==> src/rtl/fspi_pkg.sv <==
package fspi_pkg;
  typedef enum logic [1:0] {ST_IDLE, ST_ARMED, ST_BUSY} fspi_state_e;

  function automatic int unsigned char_bits(input logic [1:0] sel, input int unsigned max_w);
    int unsigned b;
    case (sel)
      2'd0:    b = 8;
      2'd1:    b = 16;
      default: b = 32;
    endcase
    return (b > max_w) ? max_w : b;
  endfunction
endpackage

==> src/rtl/fspi_sync_edge.sv <==
module fspi_sync_edge (
  input  logic clk,
  input  logic rst_n,
  input  logic enable,
  input  logic tx_edge,
  input  logic fsync_in,
  input  logic pol,
  output logic sync_evt
);
  logic act;
  logic prev_q;

  assign act = (fsync_in == pol);

  always_ff @(posedge clk or negedge rst_n) begin
    if (!rst_n)       prev_q <= 1'b0;
    else if (!enable) prev_q <= 1'b0;
    else if (tx_edge) prev_q <= act;
  end

  assign sync_evt = enable & tx_edge & act & ~prev_q;

  // a held pulse yields one event only
  a_r7_single_event: assert property (@(posedge clk) disable iff (!rst_n)
    sync_evt |=> !sync_evt);
endmodule

==> src/rtl/fspi_shifter.sv <==
module fspi_shifter #(
  parameter int MAX_W = 32,
  parameter int CW    = $clog2(MAX_W + 1)
) (
  input  logic             clk,
  input  logic             rst_n,
  input  logic             enable,
  input  logic             load,
  input  logic             shift_tx,
  input  logic             shift_rx,
  input  logic             rx_clr,
  input  logic             line_clr,
  input  logic [MAX_W-1:0] load_data,
  input  logic [CW-1:0]    nbits,
  input  logic             sdi,
  output logic             sdo,
  output logic [MAX_W-1:0] rx_next
);
  localparam logic [CW-1:0] WMAX = CW'(MAX_W);

  logic [MAX_W-1:0] tx_sh;
  logic [MAX_W-1:0] rx_sh;
  logic [MAX_W-1:0] aligned;
  logic             sdo_q;

  assign aligned = load_data << (WMAX - nbits);
  assign rx_next = {rx_sh[MAX_W-2:0], sdi};
  assign sdo     = sdo_q;

  always_ff @(posedge clk or negedge rst_n) begin
    if (!rst_n) begin
      sdo_q <= 1'b0;
      tx_sh <= '0;
    end else if (!enable || line_clr) begin
      sdo_q <= 1'b0;
      tx_sh <= '0;
    end else if (load) begin
      sdo_q <= aligned[MAX_W-1];
      tx_sh <= aligned << 1;
    end else if (shift_tx) begin
      sdo_q <= tx_sh[MAX_W-1];
      tx_sh <= tx_sh << 1;
    end
  end

  always_ff @(posedge clk or negedge rst_n) begin
    if (!rst_n)        rx_sh <= '0;
    else if (!enable)  rx_sh <= '0;
    else if (shift_rx) rx_sh <= rx_clr ? '0 : rx_next;
  end
endmodule

==> src/rtl/framed_spi_client.sv <==
module framed_spi_client
  import fspi_pkg::*;
#(
  parameter int MAX_W = 32,
  parameter int FCW   = 3
) (
  input  logic             clk,
  input  logic             rst_n,
  input  logic             enable,
  input  logic             tx_edge,
  input  logic             rx_edge,
  input  logic             fsync_in,
  input  logic             sdi,
  input  logic             cfg_sync_pol,
  input  logic [1:0]       cfg_width,
  input  logic [FCW-1:0]   cfg_frame_chars,
  input  logic             cfg_err_ie,
  input  logic             err_clr,
  input  logic             tx_valid,
  input  logic [MAX_W-1:0] tx_data,
  output logic             tx_ready,
  output logic             sdo,
  output logic             rx_valid,
  output logic [MAX_W-1:0] rx_data,
  output logic             frm_err,
  output logic             err_irq
);
  localparam int CW = $clog2(MAX_W + 1);

  fspi_state_e      state;
  logic [CW-1:0]    nbits;
  logic [CW-1:0]    tx_cnt, rx_cnt;
  logic [FCW-1:0]   tx_ch, rx_ch;
  logic             sync_evt;
  logic             in_busy, load_now, shift_now, rx_take, rx_word_end, frame_done, set_err;
  logic [MAX_W-1:0] rx_next;
  logic [MAX_W-1:0] load_word;

  assign nbits       = CW'(char_bits(cfg_width, MAX_W));
  assign in_busy     = (state == ST_BUSY);
  assign load_now    = tx_edge & ((state == ST_ARMED) |
                       (in_busy & (tx_cnt == nbits) & (tx_ch != cfg_frame_chars)));
  assign shift_now   = tx_edge & in_busy & (tx_cnt != nbits);
  assign rx_take     = rx_edge & in_busy;
  assign rx_word_end = rx_take & (rx_cnt == nbits - CW'(1));
  assign frame_done  = rx_word_end & (rx_ch == cfg_frame_chars);
  assign set_err     = sync_evt & (state != ST_IDLE);
  assign load_word   = tx_valid ? tx_data : '0;
  assign tx_ready    = load_now;

  fspi_sync_edge i_sync (
    .clk      (clk),
    .rst_n    (rst_n),
    .enable   (enable),
    .tx_edge  (tx_edge),
    .fsync_in (fsync_in),
    .pol      (cfg_sync_pol),
    .sync_evt (sync_evt)
  );

  fspi_shifter #(.MAX_W(MAX_W), .CW(CW)) i_shift (
    .clk       (clk),
    .rst_n     (rst_n),
    .enable    (enable),
    .load      (load_now),
    .shift_tx  (shift_now),
    .shift_rx  (rx_take),
    .rx_clr    (rx_word_end),
    .line_clr  (frame_done),
    .load_data (load_word),
    .nbits     (nbits),
    .sdi       (sdi),
    .sdo       (sdo),
    .rx_next   (rx_next)
  );

  // frame sequencing and counters
  always_ff @(posedge clk or negedge rst_n) begin
    if (!rst_n) begin
      state    <= ST_IDLE;
      tx_cnt   <= '0;
      rx_cnt   <= '0;
      tx_ch    <= '0;
      rx_ch    <= '0;
      rx_valid <= 1'b0;
      rx_data  <= '0;
    end else if (!enable) begin
      state    <= ST_IDLE;
      tx_cnt   <= '0;
      rx_cnt   <= '0;
      tx_ch    <= '0;
      rx_ch    <= '0;
      rx_valid <= 1'b0;
    end else begin
      rx_valid <= 1'b0;
      case (state)
        ST_IDLE: if (sync_evt) begin
          state  <= ST_ARMED;
          rx_cnt <= '0;
          rx_ch  <= '0;
        end
        ST_ARMED: if (tx_edge) state <= ST_BUSY;
        ST_BUSY:  if (frame_done) state <= ST_IDLE;
        default:  state <= ST_IDLE;
      endcase

      if (load_now) begin
        tx_cnt <= CW'(1);
        tx_ch  <= (state == ST_ARMED) ? '0 : tx_ch + FCW'(1);
      end else if (shift_now) begin
        tx_cnt <= tx_cnt + CW'(1);
      end

      if (rx_word_end) begin
        rx_cnt   <= '0;
        rx_valid <= 1'b1;
        rx_data  <= rx_next;
        rx_ch    <= frame_done ? '0 : rx_ch + FCW'(1);
      end else if (rx_take) begin
        rx_cnt <= rx_cnt + CW'(1);
      end
    end
  end

  // error flag and interrupt
  always_ff @(posedge clk or negedge rst_n) begin
    if (!rst_n) begin
      frm_err <= 1'b0;
      err_irq <= 1'b0;
    end else if (!enable) begin
      frm_err <= 1'b0;
      err_irq <= 1'b0;
    end else begin
      if (set_err)      frm_err <= 1'b1;
      else if (err_clr) frm_err <= 1'b0;
      err_irq <= frm_err & cfg_err_ie;
    end
  end

  // line quiet outside a frame
  a_r11_idle_quiet: assert property (@(posedge clk) disable iff (!rst_n)
    (state == ST_IDLE) |-> !sdo);
  // loads only on a transmit edge
  a_r3_ready_on_edge: assert property (@(posedge clk) disable iff (!rst_n)
    tx_ready |-> tx_edge);
  // an extra sync never re-arms a running frame
  a_r6_no_restart: assert property (@(posedge clk) disable iff (!rst_n)
    (in_busy && sync_evt && enable) |=> (state != ST_ARMED));
  // flag holds without clear or disable
  a_r8_sticky: assert property (@(posedge clk) disable iff (!rst_n)
    (frm_err && enable && !err_clr) |=> frm_err);
  // interrupt only from an enabled flag
  a_r9_irq_gate: assert property (@(posedge clk) disable iff (!rst_n)
    err_irq |-> $past(frm_err && cfg_err_ie));
  // words only come out of a running frame
  a_r4_rx_in_frame: assert property (@(posedge clk) disable iff (!rst_n)
    rx_valid |-> $past(in_busy));
  // disable empties everything
  a_r10_disabled: assert property (@(posedge clk) disable iff (!rst_n)
    !enable |=> (!rx_valid && !frm_err && state == ST_IDLE));
endmodule

==> config.mk <==
export PLATFORM = sky130hd
export DESIGN_NAME = framed_spi_client
export DESIGN_NICKNAME = d
export VERILOG_FILES = /design/src/rtl/fspi_pkg.sv /design/src/rtl/fspi_sync_edge.sv /design/src/rtl/fspi_shifter.sv /design/src/rtl/framed_spi_client.sv
export SDC_FILE = /design/constraint.sdc
export NUM_CORES = 1
export LEC_CHECK = 0
export CELL_PAD_IN_SITES_DETAIL_PLACEMENT = 1
export CELL_PAD_IN_SITES_GLOBAL_PLACEMENT = 1
export CORE_AREA = 2 2 118 120
export CTS_CLUSTER_DIAMETER = 80
export DETAILED_ROUTE_END_ITERATION = 8
export DIE_AREA = 0 0 120 122
export DONT_BUFFER_PORTS = 1
export PLACE_DENSITY_LB_ADDON = 0.1
export SLEW_MARGIN = 20
export SYNTH_ARGS = -nofsm -noshare
export SYNTH_HDL_FRONTEND = slang
export SYNTH_SLANG_ARGS = --single-unit
==> constraint.sdc <==
create_clock -name clk -period 3 [get_ports clk]
set_clock_uncertainty 0.1 [all_clocks]
set_input_delay 0.6 -clock clk [delete_from_list [all_inputs] [get_ports clk]]
set_output_delay 0.6 -clock clk [all_outputs]
set_load 0.05 [all_outputs]
==> impl_metrics.tcl, run 1 <==
set metrics [dict create \
    fp.dieW_um 120 \
    async_reset_ff_share_pct 100 \
    vdd.ir_drop.worst_v 0.000371 \
    timing.hold.ws_ns -0.222 \
    p_leak_nw 3.42 \
    gr-total-overflow 0 \
    synth_warnings 0 \
    ys_seq_elements 119 \
    synth-edff-count 0 \
    worst-path-stages 6 \
    slew_headroom_pct 54.1 \
    crit_slowest_cell "o41a_2" \
    r2r_cells 8 \
    period_needed_ns 2.79 \
    synth_top_area_share_pct 49.1 \
    hold_path.class "in2async" \
    failed_checks "hold timing" \
    slowest_delay_ns 0.55 \
    path_class "in2out" \
    avgRoutedWirePerCell_um 20.7 \
    synthFlopType "dfrtp_1" \
    place_hpwl_mm 9.68 \
    critPathMaxFanout 4 \
    setup_ws_ns 0.213 \
    reg2reg_to "i_shift.tx_sh[1]" \
    grt_max_degree 120 \
    grt_first_pass_wirelength_mm 24.4 \
    num_rows 43 \
    cts_buffers 17 \
    dieArea_um2 14600 \
    end_kind "output pin" \
    io_pins 85 \
    port_buffers 0 \
    cp.buffers_inverters 1 \
    initial_core_util_pct 44.9 \
    ant_nets 0 \
    cts_buffer_depth 2 \
    rsz0062_at_grt "no" \
    dr_total_vias 4129 \
    drtIter0Drc 204 \
    antenna_cells 0 \
    post_cts_buffers 0 \
    yosys.area.top_type "dfrtp_1" \
    drive_above_1_share_pct 19.9 \
    fin_crit_sh_pct 92.9 \
    tightestPinTransition_ns 0.686 \
    path_cells "or2b_4 > ha_4 > xnor2_1 > nand3b_1 > o41a_2 > inv_4" \
    synth_area_um2 6070 \
    syn-num-nets 586 \
    track_usage_pct 21.7 \
    worst_ep_arrival_time_ns 2.09 \
    via_per_inst 5.76 \
    antenna_found_initial 0 \
    ys_seq_area_share_pct 49.1 \
    pre_cts_ws_ns 0.236 \
    syn_avg_cell_area_um2 11.4 \
    final_nets 579 \
    die_h_um 122 \
    ys_types 55 \
    tritoncts "yes" \
    grt_pass1_vias 4528 \
    area_growth_pct 13.1 \
    setup_viol 0 \
    gp_congestion 0.829 \
    reg2reg_from "tx_cnt[0]" \
    htreeDepth 4 \
    cp-start-kind "input pin" \
    drv_slew 0 \
    power_density_nw_per_um2 587 \
    drc 0 \
    regToRegSetupSlack_ns 0.80 \
    crit_family "compound AO/OA/AOI/OAI gates" \
    fmax_ghz 0.359 \
    outcome "complete, but fails checks" \
    clkSinkCount 119 \
    cap_violations 0 \
    routed_wirelength_mm 14.8 \
    path_clk_slew_ns 0.06 \
    core_area_um2 13500 \
    post-route-util_pct 50.8 \
    clock_latency_ns 0.41 \
    cp.required_ns 2.30 \
    crit_start "cfg_width[0]" \
    cp-endpoint "tx_ready" \
    netlist_instances 531 \
    hold_viol 119 \
    drtPass1Iterations 4 \
    cts-root-buf "clkbuf_16" \
    synth.area.top_cells "dfrtp_1 49%, mux2i_1 8.2%, mux2_2 7.8%, a22o_1 4.9%, nand2b_1 3.7%" \
]
-- how the worst min path moves through the flow --
stage / slack, ns / to / cells past startpoint
floorplan: 0.20 / err_irq / 0
global placement: 0.21 / rx_data[4] / 0
detailed placement: 0.21 / rx_data[4] / 0
CTS: -0.24 / rx_data[4] / 0
global route: -0.24 / rx_data[3] / 0
finish: -0.22 / rx_data[4] / 0
-- metal layers --
layer | GRT usage, % | part of all wire [%] | vias up
li1 | - | - | 1911
met1 | 27.6 | 45 | 2131
met2 | 35.2 | 49 | 71
met3 | 5.71 | 4.6 | 16
met4 | 9.34 | 1.5 | 0
met5 | 0 | 0 | -
-- worst reg2reg max path: stages, from the launching register on --
cell and delay [ns]:
dfrtp_1 0.38, inv_1 0.11, ha_1 0.18, nand3b_1 0.12, o41a_2 0.55, inv_4 0.17
buf_4 0.28, nand3_2 0.11, a21oi_2 0.14
-- cells by family (layout without fill, tap and decap cells) --
family,Yosys count,in the layout,share of synthesized area (%)
and+or+nand+nor,125,125,11.2
DFF,119,119,49.1
AOI/OAI and AO/OA,118,118,15.0
muxes,92,92,16.0
buffers and inverters,54,60,4.74
xor gates and xnor gates,16,16,2.54
adders and majority gates,7,7,1.44
-- layout by cell type, fill, tap and decap left out, types with 4 or more instances in the layout --
master     netlist  final
nand2b_1        36     36
a211oi_1        16     16
clkbuf_8         0      4
a22o_1          34     34
a21oi_1         11     11
dfrtp_1        119    119
o211ai_1         9      9
xor2_1           5      5
ha_1             7      6
mux2_2          42     42
a221oi_1        13     13
nand2_1         23     23
xnor2_1         10     10
mux2i_1         50     50
clkbuf_16        0     17
buf_4            0     15
o21ai_0         18     18
inv_1            9      9
nor2_1          25     25
nand3_1         14     14
and2_1           4      4
-- final cells by class --
| class | count | area, µm² |
|---|---|---|
| well taps | 180 | 225 |
| clock inverters | 10 | 144 |
| flip-flops and latches | 119 | 2980 |
| clock buffers | 22 | 484 |
| multi-input cells | 358 | 2840 |
| repair buffers | 17 | 153 |
| inverters | 11 | 43.8 |
| fillers | 1407 | 6640 |
-- sequential cells by signal, summed over array words and instances, names as in the netlist --
| register | flops |
|---|---|
| err_irq | 1 |
| frm_err | 1 |
| i_sync.prev_q | 1 |
| rx_cnt | 6 |
| rx_ch | 3 |
| i_shift.rx_sh | 31 |
| i_shift.sdo | 1 |
| rx_valid | 1 |
| i_shift.tx_sh | 31 |
| tx_ch | 3 |
| rx_data | 32 |
| state | 2 |
| tx_cnt | 6 |
-- power breakdown --
group	leakage (nW)	total, W	internal, W	switching (W)
sequential	1.66	0.00164	0.00163	0.0000167
combinational	1.46	0.000246	0.000107	0.000140
clock	0.299	0.00214	0.00140	0.000741
total	3.42	0.00403	0.00313	0.000898
-- cell usage after synthesis, types with 2 or more instances --
library cell and count:
a211oi_1 16, a21oi_1 11, nand3_1 14, ha_1 7, nor2b_1 3, mux2_2 42, nand2b_1 36, a221oi_1 13
or3_1 2, buf_2 13, buf_12 2, dfrtp_1 119, clkbuf_1 24, xor2_1 5, inv_1 9, nand3b_1 3
o211ai_1 9, o21ai_0 18, a22o_1 34, and2_1 4, mux2i_1 50, and3_1 3, nor2_1 25, buf_6 3
xnor2_1 10, a221oi_2 2, o31ai_2 2, o22ai_1 2, or2_2 2, nand2_1 23
-- through the flow --
step,instance area [µm²],instances,TNS (ns),power [W]
floorplan,6100,531,-0.0771,0.00187
global placement,6240,685,0,0.00191
detailed placement,6240,685,0,0.00192
CTS,6860,717,0,0.00408
global route,6860,717,0,0.00417
finish,6860,717,0,0.00403
-- timing repair --
item / 4_1_cts / 5_1_grt
endpoints found under the setup margin: 0 / 0
resized for setup: 0 / 0
endpoints found under the hold margin: 119 / 119
Power figures use the tool's default switching activity.
==> run 2, diff against run 1 <==
--- a/config.mk
+++ b/config.mk
@@ -5,14 +5,16 @@
 export SDC_FILE = /design/constraint.sdc
 export NUM_CORES = 1
 export LEC_CHECK = 0
+export ABC_AREA = 1
 export CELL_PAD_IN_SITES_DETAIL_PLACEMENT = 1
 export CELL_PAD_IN_SITES_GLOBAL_PLACEMENT = 1
-export CORE_AREA = 2 2 118 120
+export CORE_AREA = 2 2 124 126
 export CTS_CLUSTER_DIAMETER = 80
 export DETAILED_ROUTE_END_ITERATION = 8
-export DIE_AREA = 0 0 120 122
+export DIE_AREA = 0 0 126 128
 export DONT_BUFFER_PORTS = 1
 export PLACE_DENSITY_LB_ADDON = 0.1
+export RECOVER_POWER = 100
 export SLEW_MARGIN = 20
 export SYNTH_ARGS = -nofsm -noshare
 export SYNTH_HDL_FRONTEND = slang
==> run 2 against run 1 <==
The run still ends with hold timing left; synthesized cell count is 51% higher; utilization is 5.0 points lower; non-clock buffer count is 4 lower; total power is 2.2% higher; die area is 10% higher; cell area is 0.67% lower; wire length is 8.4% higher; final cell count is 37% higher; maximum frequency is 1.1% lower; worst setup slack worse by 0.030 ns; first-iteration DRC count is 16% higher; critical endpoint unchanged.
==> impl_metrics.tcl, run 2 <==
set metrics [dict create \
    outcome "complete, but fails checks" \
    failed_checks "hold timing" \
    ys_seq_elements 119 \
    globalRouteMet3Util_pct 6.59 \
    area_growth_pct 11.2 \
    power_density_nw_per_um2 604 \
    cts_buffers 17 \
    yosys.area.top_type "dfrtp_1" \
    port_buffers 0 \
    final_common_cell "nand2_1" \
    period_needed_ns 2.82 \
    cts-root-buf "clkbuf_16" \
    cts_buffer_depth 2 \
    fp.dieW_um 126 \
    hold_viol 119 \
    cts_resized 0 \
    cp.required_ns 2.30 \
    synthFlopType "dfrtp_1" \
    num_rows 45 \
    dieArea_um2 16100 \
    p_int_w 0.00309 \
    tritoncts "yes" \
    drv_slew 0 \
    netlist_instances 800 \
    drc 0 \
    yosysMostFrequentCell "nand2_1" \
    die_h_um 128 \
    async_reset_ff_share_pct 100 \
    clock_latency_ns 0.41 \
    hold_path.class "in2async" \
    layout.cells.non_filler 985 \
    largest_reg_flops 32 \
    synth_top_cells_by_count "233 x nand2_1, 119 x dfrtp_1, 83 x nand3_1, 81 x inv_1, 70 x nor2_1" \
    ys_seq_area_share_pct 48.6 \
    final_nets 841 \
    tightestPinTransition_ns 1.03 \
    dp.cells 955 \
    initial_core_util_pct 41.3 \
    grt_pass1_vias 5402 \
    grt.busiest_layer "met2" \
    top_register "rx_data" \
    p_leak_nw 3.46 \
    pre_cts_ws_ns 0.137 \
    layout_common_cells "235 x nand2_1, 119 x dfrtp_1, 83 x nand3_1, 81 x inv_1, 72 x nor2_1" \
    setup_viol 0 \
    place_hpwl_mm 11.0 \
    synth-edff-count 0 \
    top_regs "rx_data (32), i_shift.rx_sh (31), i_shift.tx_sh (31)" \
    syn-num-nets 855 \
    cap_violations 0 \
    synth_warnings 0 \
    routed_wirelength_mm 16.1 \
    fmax_ghz 0.355 \
    ys_types 37 \
    htreeDepth 4 \
    core_area_um2 14900 \
    syn_avg_cell_area_um2 7.67 \
    use_met2_pct 32.8 \
    regToRegSetupSlack_ns 0.43 \
    synth_area_um2 6130 \
    timing.hold.ws_ns -0.220 \
    grt_first_pass_wirelength_mm 27.0 \
    slew_headroom_pct 31.2 \
    drtIter0Drc 237 \
    gr-total-overflow 0 \
    path_class "reg2out" \
    worst_ep_arrival_time_ns 2.12 \
    path_clk_slew_ns 0.06 \
    end_kind "output pin" \
    critPathMaxFanout 9 \
    synth.area.top_cells "dfrtp_1 49%, nand2_1 14%, nand3_1 6.8%, inv_1 5.0%, nor2_1 4.3%" \
    p_comb_share_pct 8.5 \
    drive_above_1_share_pct 6.40 \
    drtPass1Iterations 4 \
    avgRoutedWirePerCell_um 16.3 \
    setup_ws_ns 0.183 \
    ant_nets 0 \
    io_pins 85 \
    gp_congestion 0.811 \
    antenna_cells 0 \
    fin_crit_sh_pct 93.9 \
    switching_share_pct 24.8 \
    antenna_found_initial 0 \
    vdd.ir_drop.worst_v 0.000389 \
    switchingPower_w 0.00102 \
    grt_util_met1_pct 28.3 \
    rsz0062_at_grt "no" \
    grt_max_degree 120 \
    p_seq_share_pct 40.8 \
    nFillCells 1819 \
    post-route-util_pct 45.9 \
    clkPwrFrac_pct 50.7 \
    synth_top_area_share_pct 48.6 \
    cp-start-kind "flop" \
    via_per_inst 5.28 \
    track_usage_pct 20.8 \
    dr_total_vias 5198 \
    fin_tns_setup_ns 0 \
    clkSinkCount 119 \
]
-- run 2: cell types whose count changed after synthesis, sizes merged, moves of 32 or more --
| cell | before | now |
|---|---|---|
| a21oi | 12 | 44 |
| a22o | 34 | 1 |
| inv | 11 | 84 |
| mux2 | 42 | 0 |
| mux2i | 50 | 1 |
| nand2 | 24 | 238 |
| nand2b | 36 | 0 |
| nand3 | 15 | 84 |
| nor2 | 26 | 74 |
| o22ai | 2 | 34 |
-- run 2: worst paths after layout --
check,start,to,cells past startpoint
setup / recovery,tx_cnt[0],tx_ready,10
hold / removal,rst_n,tx_cnt[4],0
setup reg to reg,rx_cnt[1],i_shift.tx_sh[4],12
hold reg to reg,i_shift.tx_sh[11],i_shift.tx_sh[11],2
max in group asynchronous,rst_n,i_shift.tx_sh[29],0
min in group clk,cfg_err_ie,err_irq,2
-- run 2: final cells by class --
type,instances,area (µm²),area share [%]
sequential,119,2980,43.7
multi-input combinational,551,2580,37.9
clock buffer,19,453,6.64
inverter,84,322,4.72
tap,188,235,3.45
clock inverter,11,149,2.18
timing repair buffer,13,100,1.47
-- run 2: kinds of logic after synthesis --
logic type,share of synthesized area (%)
multiplexers,0.163
AO/OA/AOI/OAI,11.3
adder cells (fa/ha/maj),1.43
AND/OR/NAND/NOR,28.0
XOR/XNOR,1.43
buffers and inverters,9.14
flip-flops,48.6
-- run 2: through the flow --
step	hold WS (ns)	total power (W)	area, µm²
detailed placement	0.208	0.00206	6250
global placement	0.207	0.00205	6250
floorplan	0.204	0.00200	6150
CTS	-0.234	0.00417	6850
global route	-0.241	0.00428	6820
finish	-0.220	0.00412	6820
-- run 2: power by group through the flow --
stage          sequential [W]  combinational [W]  clock, W
3_3_place_gp          0.00170           0.000345         0
2_1_floorplan         0.00170           0.000297         0
6_report              0.00168           0.000350   0.00209
3_5_place_dp          0.00171           0.000353         0
4_1_cts               0.00168           0.000357   0.00213
5_1_grt               0.00168           0.000399   0.00220
-- run 2: worst max-delay path, stage by stage, from the launching register on --
cell        delay (ns)
dfrtp_1           0.39
inv_1             0.11
ha_1              0.17
nand2_1           0.05
nor2_1            0.12
nand2_1           0.09
nor2_2            0.18
nand2_1           0.08
nand2_1           0.13
nand2_4           0.13
clkinvlp_4        0.24
-- run 2: timing repair --
item                                    CTS  global route
setup buffers                             0             0
endpoints found under the setup margin    0             0
endpoints found under the hold margin   119           119
-- run 2: per-layer routing --
metal  share of wire (%)  vias up  wire [µm]
li1                    -     2554          -
met1                  48     2531       7670
met2                  46       99       7370
met3                 5.4       14        868
met4                0.85        0        136
met5                   0        -          0
